[config.mk]
export PLATFORM = sky130hd
export DESIGN_NAME = rowcopy_dma
export DESIGN_NICKNAME = d
export VERILOG_FILES = /design/src/rtl/rowcopy_pkg.sv /design/src/rtl/rowcopy_regs.sv /design/src/rtl/rowcopy_seq.sv /design/src/rtl/rowcopy_dma.sv
export SDC_FILE = /design/constraint.sdc
export NUM_CORES = 1
export LEC_CHECK = 0
export BUFFER_PORTS_ARGS = -buffer_cell sky130_fd_sc_hd__buf_2
export CAP_MARGIN = 20
export CORE_MARGIN = 2
export CORE_UTILIZATION = 51
export DETAILED_ROUTE_END_ITERATION = 10
export PLACE_DENSITY = 0.83
export SLEW_MARGIN = 20
export SYNTH_ARGS = -nofsm -noshare
export SYNTH_HDL_FRONTEND = slang
export SYNTH_SLANG_ARGS = --single-unit
[constraint.sdc]
create_clock -name clk -period 3.6 [get_ports clk]
set_clock_uncertainty 0.2 [all_clocks]
set_input_delay 0.18 -clock clk [delete_from_list [all_inputs] [get_ports clk]]
set_output_delay 0.18 -clock clk [all_outputs]
set_load 0.03 [all_outputs]
[src/rtl/rowcopy_pkg.sv]
package rowcopy_pkg;
   localparam logic [2:0] IDX_LOC     = 3'd0;
   localparam logic [2:0] IDX_EXT     = 3'd1;
   localparam logic [2:0] IDX_LEN_IN  = 3'd2;
   localparam logic [2:0] IDX_LEN_OUT = 3'd3;
   localparam logic [2:0] IDX_STAT    = 3'd4;

   typedef enum logic [1:0] {
      ST_IDLE,
      ST_LRD,
      ST_CAP,
      ST_EXT
   } st_e;
endpackage

[src/rtl/rowcopy_regs.sv]
module rowcopy_regs
   import rowcopy_pkg::*;
#(
   parameter int LOC_AW = 12,
   parameter int EXT_AW = 24,
   parameter int DW     = 64,
   parameter int NBANK  = 2,
   localparam int BEAT_SH = $clog2(DW / 8),
   localparam int BANK_W  = $clog2(NBANK),
   localparam int LWW     = LOC_AW - BEAT_SH
) (
   input  logic                      clk,
   input  logic                      rst_n,
   input  logic                      wr_en,
   input  logic [2:0]                idx,
   input  logic [31:0]               wdata,
   output logic [31:0]               rdata,
   input  logic                      busy,
   input  logic                      done,
   input  logic [LWW-1:0]            fin_word,
   input  logic [EXT_AW-1:BEAT_SH]   fin_ext,
   output logic                      start,
   output logic                      dir_l2e,
   output logic [BANK_W-1:0]         bank,
   output logic [LWW-1:0]            loc_word,
   output logic [EXT_AW-1:0]         ext_base
);
   localparam int FLW = 32 - 12;
   localparam logic [FLW-1:0] LC_IDLE = FLW'((1 << LOC_AW) - (1 << BEAT_SH));

   logic                    wr_ok;
   logic [BANK_W-1:0]       bank_q;
   logic [LWW-1:0]          word_q;
   logic [EXT_AW-1:BEAT_SH] ext_q;
   logic [11:0]             skip_q;
   logic [FLW-1:0]          lc_q;

   assign wr_ok    = wr_en && !busy;
   assign start    = wr_ok && (idx == IDX_LEN_IN || idx == IDX_LEN_OUT);
   assign dir_l2e  = (idx == IDX_LEN_OUT);
   assign bank     = bank_q;
   assign loc_word = word_q;
   assign ext_base = {ext_q, {BEAT_SH{1'b0}}};

   always_ff @(posedge clk) begin
      if (!rst_n) begin
         bank_q <= '0;
         word_q <= '0;
         ext_q  <= '0;
         skip_q <= '0;
         lc_q   <= '0;
      end else if (done) begin
         word_q <= fin_word;
         ext_q  <= fin_ext;
         lc_q   <= LC_IDLE;
      end else if (wr_ok) begin
         case (idx)
            IDX_LOC: begin
               word_q <= wdata[LOC_AW-1:BEAT_SH];
               bank_q <= wdata[LOC_AW +: BANK_W];
            end
            IDX_EXT: ext_q <= wdata[EXT_AW-1:BEAT_SH];
            IDX_LEN_IN, IDX_LEN_OUT: begin
               skip_q <= wdata[31:FLW];
               lc_q   <= wdata[FLW-1:0];
            end
            default: ;
         endcase
      end
   end

   always_comb begin
      case (idx)
         IDX_LOC:                 rdata = 32'({bank_q, word_q, {BEAT_SH{1'b0}}});
         IDX_EXT:                 rdata = 32'({ext_q, {BEAT_SH{1'b0}}});
         IDX_LEN_IN, IDX_LEN_OUT: rdata = {skip_q, lc_q};
         IDX_STAT:                rdata = 32'(busy);
         default:                 rdata = '0;
      endcase
   end

   AST_LEN_RESTORE: assert property (@(posedge clk) disable iff (!rst_n)
      done |=> (lc_q == LC_IDLE) && $stable(skip_q));
   AST_HOLD_WHILE_BUSY: assert property (@(posedge clk) disable iff (!rst_n)
      (busy && !done) |=> $stable(ext_q) && $stable(word_q) && $stable(bank_q) && $stable(lc_q));
endmodule

[src/rtl/rowcopy_seq.sv]
module rowcopy_seq
   import rowcopy_pkg::*;
#(
   parameter int LOC_AW = 12,
   parameter int EXT_AW = 24,
   parameter int DW     = 64,
   parameter int NBANK  = 2,
   parameter int CNT_W  = 8,
   parameter int LEN_W  = 12,
   parameter int SKIP_W = 12,
   localparam int BEAT_SH = $clog2(DW / 8),
   localparam int BANK_W  = $clog2(NBANK),
   localparam int LWW     = LOC_AW - BEAT_SH
) (
   input  logic                    clk,
   input  logic                    rst_n,
   input  logic                    start,
   input  logic                    dir_l2e,
   input  logic [BANK_W-1:0]       start_bank,
   input  logic [LWW-1:0]          start_word,
   input  logic [EXT_AW-1:0]       start_ext,
   input  logic [31:BEAT_SH]       start_len,
   output logic                    busy,
   output logic                    done,
   output logic [LWW-1:0]          fin_word,
   output logic [EXT_AW-1:BEAT_SH] fin_ext,
   output logic [NBANK-1:0]        loc_cs,
   output logic                    loc_we,
   output logic [LWW-1:0]          loc_addr,
   output logic [DW-1:0]           loc_wdata,
   input  logic [DW-1:0]           loc_rdata,
   output logic                    ext_valid,
   input  logic                    ext_ready,
   output logic                    ext_write,
   output logic [EXT_AW-1:0]       ext_addr,
   output logic [DW-1:0]           ext_wdata,
   input  logic [DW-1:0]           ext_rdata
);
   localparam int RW = LEN_W - BEAT_SH;

   st_e               st;
   logic              dir_q;
   logic [BANK_W-1:0] bank_q;
   logic [LWW-1:0]    lw;
   logic [EXT_AW-1:0] xa;
   logic [RW-1:0]     nb_m1, bcnt;
   logic [CNT_W-1:0]  rows_q, rcnt;
   logic [SKIP_W-1:0] skip_q;
   logic [DW-1:0]     hold;
   logic              beat_ok, last_beat, last_row, loc_act;
   logic [EXT_AW-1:0] row_next;

   assign beat_ok   = (st == ST_EXT) && ext_ready;
   assign last_beat = (bcnt == nb_m1);
   assign last_row  = (rcnt == rows_q);
   assign done      = beat_ok && last_beat && last_row;
   assign busy      = (st != ST_IDLE);
   assign row_next  = xa + EXT_AW'(1 << BEAT_SH) + EXT_AW'(skip_q);
   assign fin_ext   = row_next[EXT_AW-1:BEAT_SH];
   assign fin_word  = lw + LWW'(1);

   always_ff @(posedge clk) begin
      if (!rst_n) begin
         st     <= ST_IDLE;
         dir_q  <= 1'b0;
         bank_q <= '0;
         lw     <= '0;
         xa     <= '0;
         nb_m1  <= '0;
         bcnt   <= '0;
         rows_q <= '0;
         rcnt   <= '0;
         skip_q <= '0;
         hold   <= '0;
      end else begin
         case (st)
            ST_IDLE: if (start) begin
               dir_q  <= dir_l2e;
               bank_q <= start_bank;
               lw     <= start_word;
               xa     <= start_ext;
               nb_m1  <= start_len[LEN_W-1:BEAT_SH];
               rows_q <= start_len[LEN_W +: CNT_W];
               skip_q <= start_len[LEN_W+CNT_W +: SKIP_W];
               bcnt   <= '0;
               rcnt   <= '0;
               st     <= dir_l2e ? ST_LRD : ST_EXT;
            end
            ST_LRD: st <= ST_CAP;
            ST_CAP: begin
               hold <= loc_rdata;
               st   <= ST_EXT;
            end
            ST_EXT: if (ext_ready) begin
               lw <= lw + LWW'(1);
               if (last_beat) begin
                  bcnt <= '0;
                  xa   <= row_next;
                  rcnt <= rcnt + CNT_W'(1);
               end else begin
                  bcnt <= bcnt + RW'(1);
                  xa   <= xa + EXT_AW'(1 << BEAT_SH);
               end
               if (last_beat && last_row) st <= ST_IDLE;
               else                       st <= dir_q ? ST_LRD : ST_EXT;
            end
            default: st <= ST_IDLE;
         endcase
      end
   end

   assign loc_act   = (st == ST_LRD) || (beat_ok && !dir_q);
   assign loc_we    = (st == ST_EXT) && !dir_q;
   assign loc_addr  = lw;
   assign loc_wdata = ext_rdata;
   assign ext_valid = (st == ST_EXT);
   assign ext_write = dir_q;
   assign ext_addr  = xa;
   assign ext_wdata = hold;

   for (genvar g = 0; g < NBANK; g++) begin : g_bank_cs
      assign loc_cs[g] = loc_act && (bank_q == BANK_W'(g));
   end

   AST_CS_ONEHOT: assert property (@(posedge clk) disable iff (!rst_n)
      $onehot0(loc_cs));
   AST_EXT_HOLD: assert property (@(posedge clk) disable iff (!rst_n)
      (ext_valid && !ext_ready) |=> ext_valid && $stable(ext_addr) && $stable(ext_wdata) && $stable(ext_write));
   AST_LOC_STEP: assert property (@(posedge clk) disable iff (!rst_n)
      (beat_ok && !done) |=> (loc_addr == $past(loc_addr) + LWW'(1)));
endmodule

[src/rtl/rowcopy_dma.sv]
module rowcopy_dma
   import rowcopy_pkg::*;
#(
   parameter int LOC_AW = 12,
   parameter int EXT_AW = 24,
   parameter int DW     = 64,
   parameter int NBANK  = 2,
   parameter int CNT_W  = 8,
   parameter int LEN_W  = 12,
   parameter int SKIP_W = 12,
   localparam int BEAT_SH = $clog2(DW / 8),
   localparam int BANK_W  = $clog2(NBANK),
   localparam int LWW     = LOC_AW - BEAT_SH
) (
   input  logic              clk,
   input  logic              rst_n,
   input  logic              reg_we,
   input  logic [2:0]        reg_idx,
   input  logic [31:0]       reg_wdata,
   output logic [31:0]       reg_rdata,
   output logic              busy,
   output logic [NBANK-1:0]  loc_cs,
   output logic              loc_we,
   output logic [LWW-1:0]    loc_addr,
   output logic [DW-1:0]     loc_wdata,
   input  logic [DW-1:0]     loc_rdata,
   output logic              ext_valid,
   input  logic              ext_ready,
   output logic              ext_write,
   output logic [EXT_AW-1:0] ext_addr,
   output logic [DW-1:0]     ext_wdata,
   input  logic [DW-1:0]     ext_rdata
);
   if (LEN_W + CNT_W + SKIP_W != 32) begin : g_bad_layout
      $error("length word fields must fill 32 bits");
   end
   if (LEN_W != LOC_AW || LEN_W != 12) begin : g_bad_len
      $error("length field must span the 12-bit bank address");
   end
   if (NBANK < 2 || (NBANK & (NBANK - 1)) != 0) begin : g_bad_bank
      $error("bank count must be a power of two of at least 2");
   end
   if (EXT_AW <= LOC_AW || EXT_AW > 32 || LOC_AW + BANK_W > 32) begin : g_bad_aw
      $error("address widths out of range");
   end
   if (DW < 16 || (DW & (DW - 1)) != 0) begin : g_bad_dw
      $error("beat width must be a power of two bytes");
   end

   logic                    start, dir_l2e, done;
   logic [BANK_W-1:0]       bank;
   logic [LWW-1:0]          loc_word, fin_word;
   logic [EXT_AW-1:0]       ext_base;
   logic [EXT_AW-1:BEAT_SH] fin_ext;

   rowcopy_regs #(
      .LOC_AW(LOC_AW), .EXT_AW(EXT_AW), .DW(DW), .NBANK(NBANK)
   ) u_regs (
      .clk      (clk),
      .rst_n    (rst_n),
      .wr_en    (reg_we),
      .idx      (reg_idx),
      .wdata    (reg_wdata),
      .rdata    (reg_rdata),
      .busy     (busy),
      .done     (done),
      .fin_word (fin_word),
      .fin_ext  (fin_ext),
      .start    (start),
      .dir_l2e  (dir_l2e),
      .bank     (bank),
      .loc_word (loc_word),
      .ext_base (ext_base)
   );

   rowcopy_seq #(
      .LOC_AW(LOC_AW), .EXT_AW(EXT_AW), .DW(DW), .NBANK(NBANK),
      .CNT_W(CNT_W), .LEN_W(LEN_W), .SKIP_W(SKIP_W)
   ) u_seq (
      .clk        (clk),
      .rst_n      (rst_n),
      .start      (start),
      .dir_l2e    (dir_l2e),
      .start_bank (bank),
      .start_word (loc_word),
      .start_ext  (ext_base),
      .start_len  (reg_wdata[31:BEAT_SH]),
      .busy       (busy),
      .done       (done),
      .fin_word   (fin_word),
      .fin_ext    (fin_ext),
      .loc_cs     (loc_cs),
      .loc_we     (loc_we),
      .loc_addr   (loc_addr),
      .loc_wdata  (loc_wdata),
      .loc_rdata  (loc_rdata),
      .ext_valid  (ext_valid),
      .ext_ready  (ext_ready),
      .ext_write  (ext_write),
      .ext_addr   (ext_addr),
      .ext_wdata  (ext_wdata),
      .ext_rdata  (ext_rdata)
   );
endmodule

==> results_dict.tcl <==
set metrics [dict create \
    combPwrFrac_pct 34.1 \
    dieArea_um2 23000 \
    cp-end-kind "flip-flop" \
    layout-drive-gt1-share_pct 20.9 \
    cp_common_cell "nand2_1" \
    ys_ff_latch 210 \
    min_period_over_period_pct 94.5 \
    rsz0062_at_grt "no" \
    grt_pass1_wl_um 55700 \
    cts_inserted_buffers 24 \
    cts_tree "built" \
    grtUsageMet2_pct 51.7 \
    drc_errors 0 \
    place.gp.congestion 0.995 \
    worstPathMaxFanout 8 \
    ant_nets 0 \
    switching_share_pct 37.7 \
    r2r_slack_ns 0.20 \
    io_buffers 237 \
    p_sw_w 0.00311 \
    grt_max_degree 92 \
    synth_edf_count 0 \
    clkTransAtPathRegs_ns 0.06 \
    cap_violations 0 \
    die_y_um 152 \
    cts_buffer_depth 3 \
    vias 10900 \
    finalNonFillerCells 1881 \
    vias_per_cell 5.78 \
    cp_top_family "simple AND/OR/NAND/NOR gates" \
    critPathKind "flip-flop to flip-flop" \
    grtUsageMet3_pct 4.36 \
    path_buf_inv 0 \
    insertion_delay_ns 0.52 \
    clock-sinks 210 \
    fp.dieW_um 152 \
    p_clk_share_pct 31.1 \
    grt_antenna_before_repair 0 \
    syn_to_final_growth_pct 24.1 \
    start_kind "flip-flop" \
    grt_overflow_total 0 \
    root_buffer "clkbuf_16" \
    p_per_area_nw_per_um2 596 \
    p_int_w 0.00514 \
    yosysUniqueCellTypes 79 \
    fillers 1827 \
    grtUsageTotal_pct 29.4 \
    finalMaxSlewViolations 0 \
    fin_nets 1776 \
    seqPwrFrac_pct 34.8 \
    core_area_um2 21600 \
    syn_area_um2 11100 \
    async_flop_share_pct 0 \
    setup_violations 0 \
    hp-class "input pin to flip-flop" \
    dr.pass1.iters 5 \
    wl_um 35700 \
    grt_busiest_layer "met2" \
    setup_tns_ns 0 \
    diodes 0 \
    row_count 54 \
    required_ns 3.84 \
    crit_arrival_ns 3.64 \
    status "complete, no violations" \
    syn_nets 1542 \
    drt-wirelength-per-cell_um 19.0 \
    clock.fmax_mhz 294 \
    met1_usage_pct 35.4 \
    dp.cells 1743 \
    synth-main-ff-cell "dfxtp_1" \
    final_hold_viol_count 0 \
    ys_warn_count 0 \
    cts_max_level 1 \
    initial_utilization_pct 51.5 \
    cts_setup_buffers 0 \
    dpl.hpwl_um 24300 \
    worstMarginPinSlew_ns 0.911 \
    cpMaxStageDelayCell "dfxtp_1" \
    ios 366 \
    syn_inst 1352 \
    grt_pass1_vias 10600 \
    period_minus_slack_ns 3.40 \
    first_iter_violations 921 \
    slowest_delay_ns 0.48 \
    relSlewSlack_pct 38.8 \
    syn_avg_cell_area_um2 8.24 \
    ys_seq_area_share_pct 37.7 \
    path_cells "ha_2 -> nand2_1 -> xnor2_1 -> ha_1 -> nand2_1 -> nor2_1 -> nand4_1 -> a21boi_0 -> nand4_2 -> mux2_4 -> a211oi_2" \
    ir_drop_uv 435 \
    p_leak_nw 5.84 \
]
## worst register-to-register path, stage by stage (launching register included)
cell	delay (ns)
dfxtp_1	0.48
ha_2	0.36
nand2_1	0.14
xnor2_1	0.17
ha_1	0.37
nand2_1	0.09
nor2_1	0.21
nand4_1	0.29
a21boi_0	0.31
nand4_2	0.18
mux2_4	0.35
a211oi_2	0.18
## logic make-up (layout without fill, tap and decap cells)
family | Yosys count | after routing | share of synthesized area [%]
simple gates | 498 | 498 | 20.1
buf+inv | 167 | 416 | 8.60
mux | 111 | 111 | 10.1
fa+ha+maj | 23 | 23 | 2.65
xor+xnor | 71 | 71 | 5.58
compound gates | 272 | 272 | 15.3
flops | 210 | 210 | 37.7
## synth_stat cells, types with 3 or more instances
library cell / n / area (µm²)
nor4_2: 3 / 37.5
o32ai_1: 3 / 26.3
and2_1: 17 / 106
ha_1: 22 / 275
o21a_1: 3 / 22.5
a311o_1: 3 / 30.0
mux2i_1: 105 / 1050
a21oi_1: 122 / 611
nand2_1: 174 / 653
nor2_1: 179 / 672
nand2b_1: 3 / 18.8
o211ai_1: 6 / 45.0
and4_1: 4 / 35.0
inv_1: 15 / 56.3
buf_4: 66 / 495
nand4_1: 16 / 100
nor2b_1: 8 / 50.1
o22ai_1: 4 / 25.0
a22oi_1: 8 / 60.1
nor4_1: 8 / 50.1
a211oi_1: 38 / 285
o2bb2ai_1: 3 / 26.3
or3_1: 5 / 31.3
nand3_1: 37 / 185
dfxtp_1: 210 / 4200
xnor2_1: 46 / 403
a31o_2: 3 / 26.3
buf_1: 15 / 56.3
o21ai_0: 32 / 160
a211o_1: 4 / 35.0
a31oi_1: 14 / 87.6
xor2_1: 25 / 219
nor3_1: 20 / 100
buf_6: 4 / 45.0
mux2_2: 5 / 56.3
and3_1: 10 / 62.6
clkbuf_1: 59 / 221
## flip-flops by register name, indices dropped and copies added (netlist names), 8 cells and up
register / cells
u_regs.lc_q: 20
u_seq.rcnt: 8
u_seq.loc_addr: 9
u_seq.bcnt: 9
u_seq.ext_addr: 24
u_seq.ext_wdata: 64
u_regs.ext_q: 21
u_regs.loc_word: 9
u_seq.rows_q: 8
u_seq.skip_q: 12
u_regs.skip_q: 12
u_seq.nb_m1: 9
## area by class of cell
cell class,count,area (µm²),area share [%]
clock inverter,8,134,0.968
clock buffer,33,694,5.02
multi-input combinational,975,6010,43.5
sequential,210,4210,30.4
inverter,16,62.6,0.452
timing repair buffer,359,2370,17.1
tap,280,350,2.53
## layout by cell type (no fill, tap or decap), types with 8 or more instances in the layout
cell,Yosys,layout
nand2_1,174,174
mux2i_1,105,105
buf_2,1,237
a21oi_1,122,121
clkbuf_16,0,24
and3_1,10,9
nand4_1,16,16
xnor2_1,46,46
ha_1,22,20
buf_4,66,23
dlygate4sd3_1,1,97
a22oi_1,8,8
xor2_1,25,25
a31oi_1,14,14
nor2b_1,8,8
inv_1,15,14
dfxtp_1,210,209
nor3_1,20,20
nand3_1,37,36
o21ai_0,32,32
a211oi_1,38,38
and2_1,17,17
nor2_1,179,178
## stage by stage
step / hold WS [ns] / total power, W / cell area [µm²] / setup WS, ns / utilization [%]
6_report: 0.0341 / 0.00824 / 13800 / 0.199 / 64.0
4_1_cts: 0.00397 / 0.00820 / 13800 / 0.0722 / 63.9
2_1_floorplan: 0.113 / 0.00486 / 11100 / 0.357 / -
3_3_place_gp: 0.160 / 0.00550 / 12000 / 0.297 / 55.6
5_1_grt: 0.0675 / 0.00858 / 13800 / 0.0449 / 64.0
3_5_place_dp: 0.160 / 0.00556 / 12000 / 0.128 / 55.6
## power by group through the flow
stage	combinational, W	clock [W]	sequential [W]
2_1_floorplan	0.00163	0	0.00323
3_3_place_gp	0.00261	0	0.00289
3_5_place_dp	0.00266	0	0.00290
4_1_cts	0.00276	0.00259	0.00285
5_1_grt	0.00301	0.00268	0.00289
6_report	0.00281	0.00257	0.00287
## per-layer routing
layer / up-vias / wire length (µm)
met3: 135 / 2810
met5: - / 0
met4: 0 / 1650
li1: 5095 / -
met1: 5116 / 14000
met2: 529 / 17300
## final timing paths
kind	startpoint	endpoint	depth (start not counted)
setup / recovery	u_seq.ext_addr[4]$_SDFFE_PN0P_	u_regs.ext_q[23]$_SDFFE_PN0P_	11
hold / removal	reg_we	u_seq.bank_q$_SDFFE_PN0P_	4
setup reg to reg	u_seq.ext_addr[4]$_SDFFE_PN0P_	u_regs.ext_q[23]$_SDFFE_PN0P_	11
hold reg to reg	u_regs.skip_q[4]$_SDFFE_PN0P_	u_regs.skip_q[4]$_SDFFE_PN0P_	2
## what timing repair did
action,4_1_cts,5_1_grt
hold endpoints to repair,155,0
endpoints found under the setup margin,0,10
resized for setup,0,3
hold buffers,97,0
Note: power is estimated with default switching activity, not from simulation.
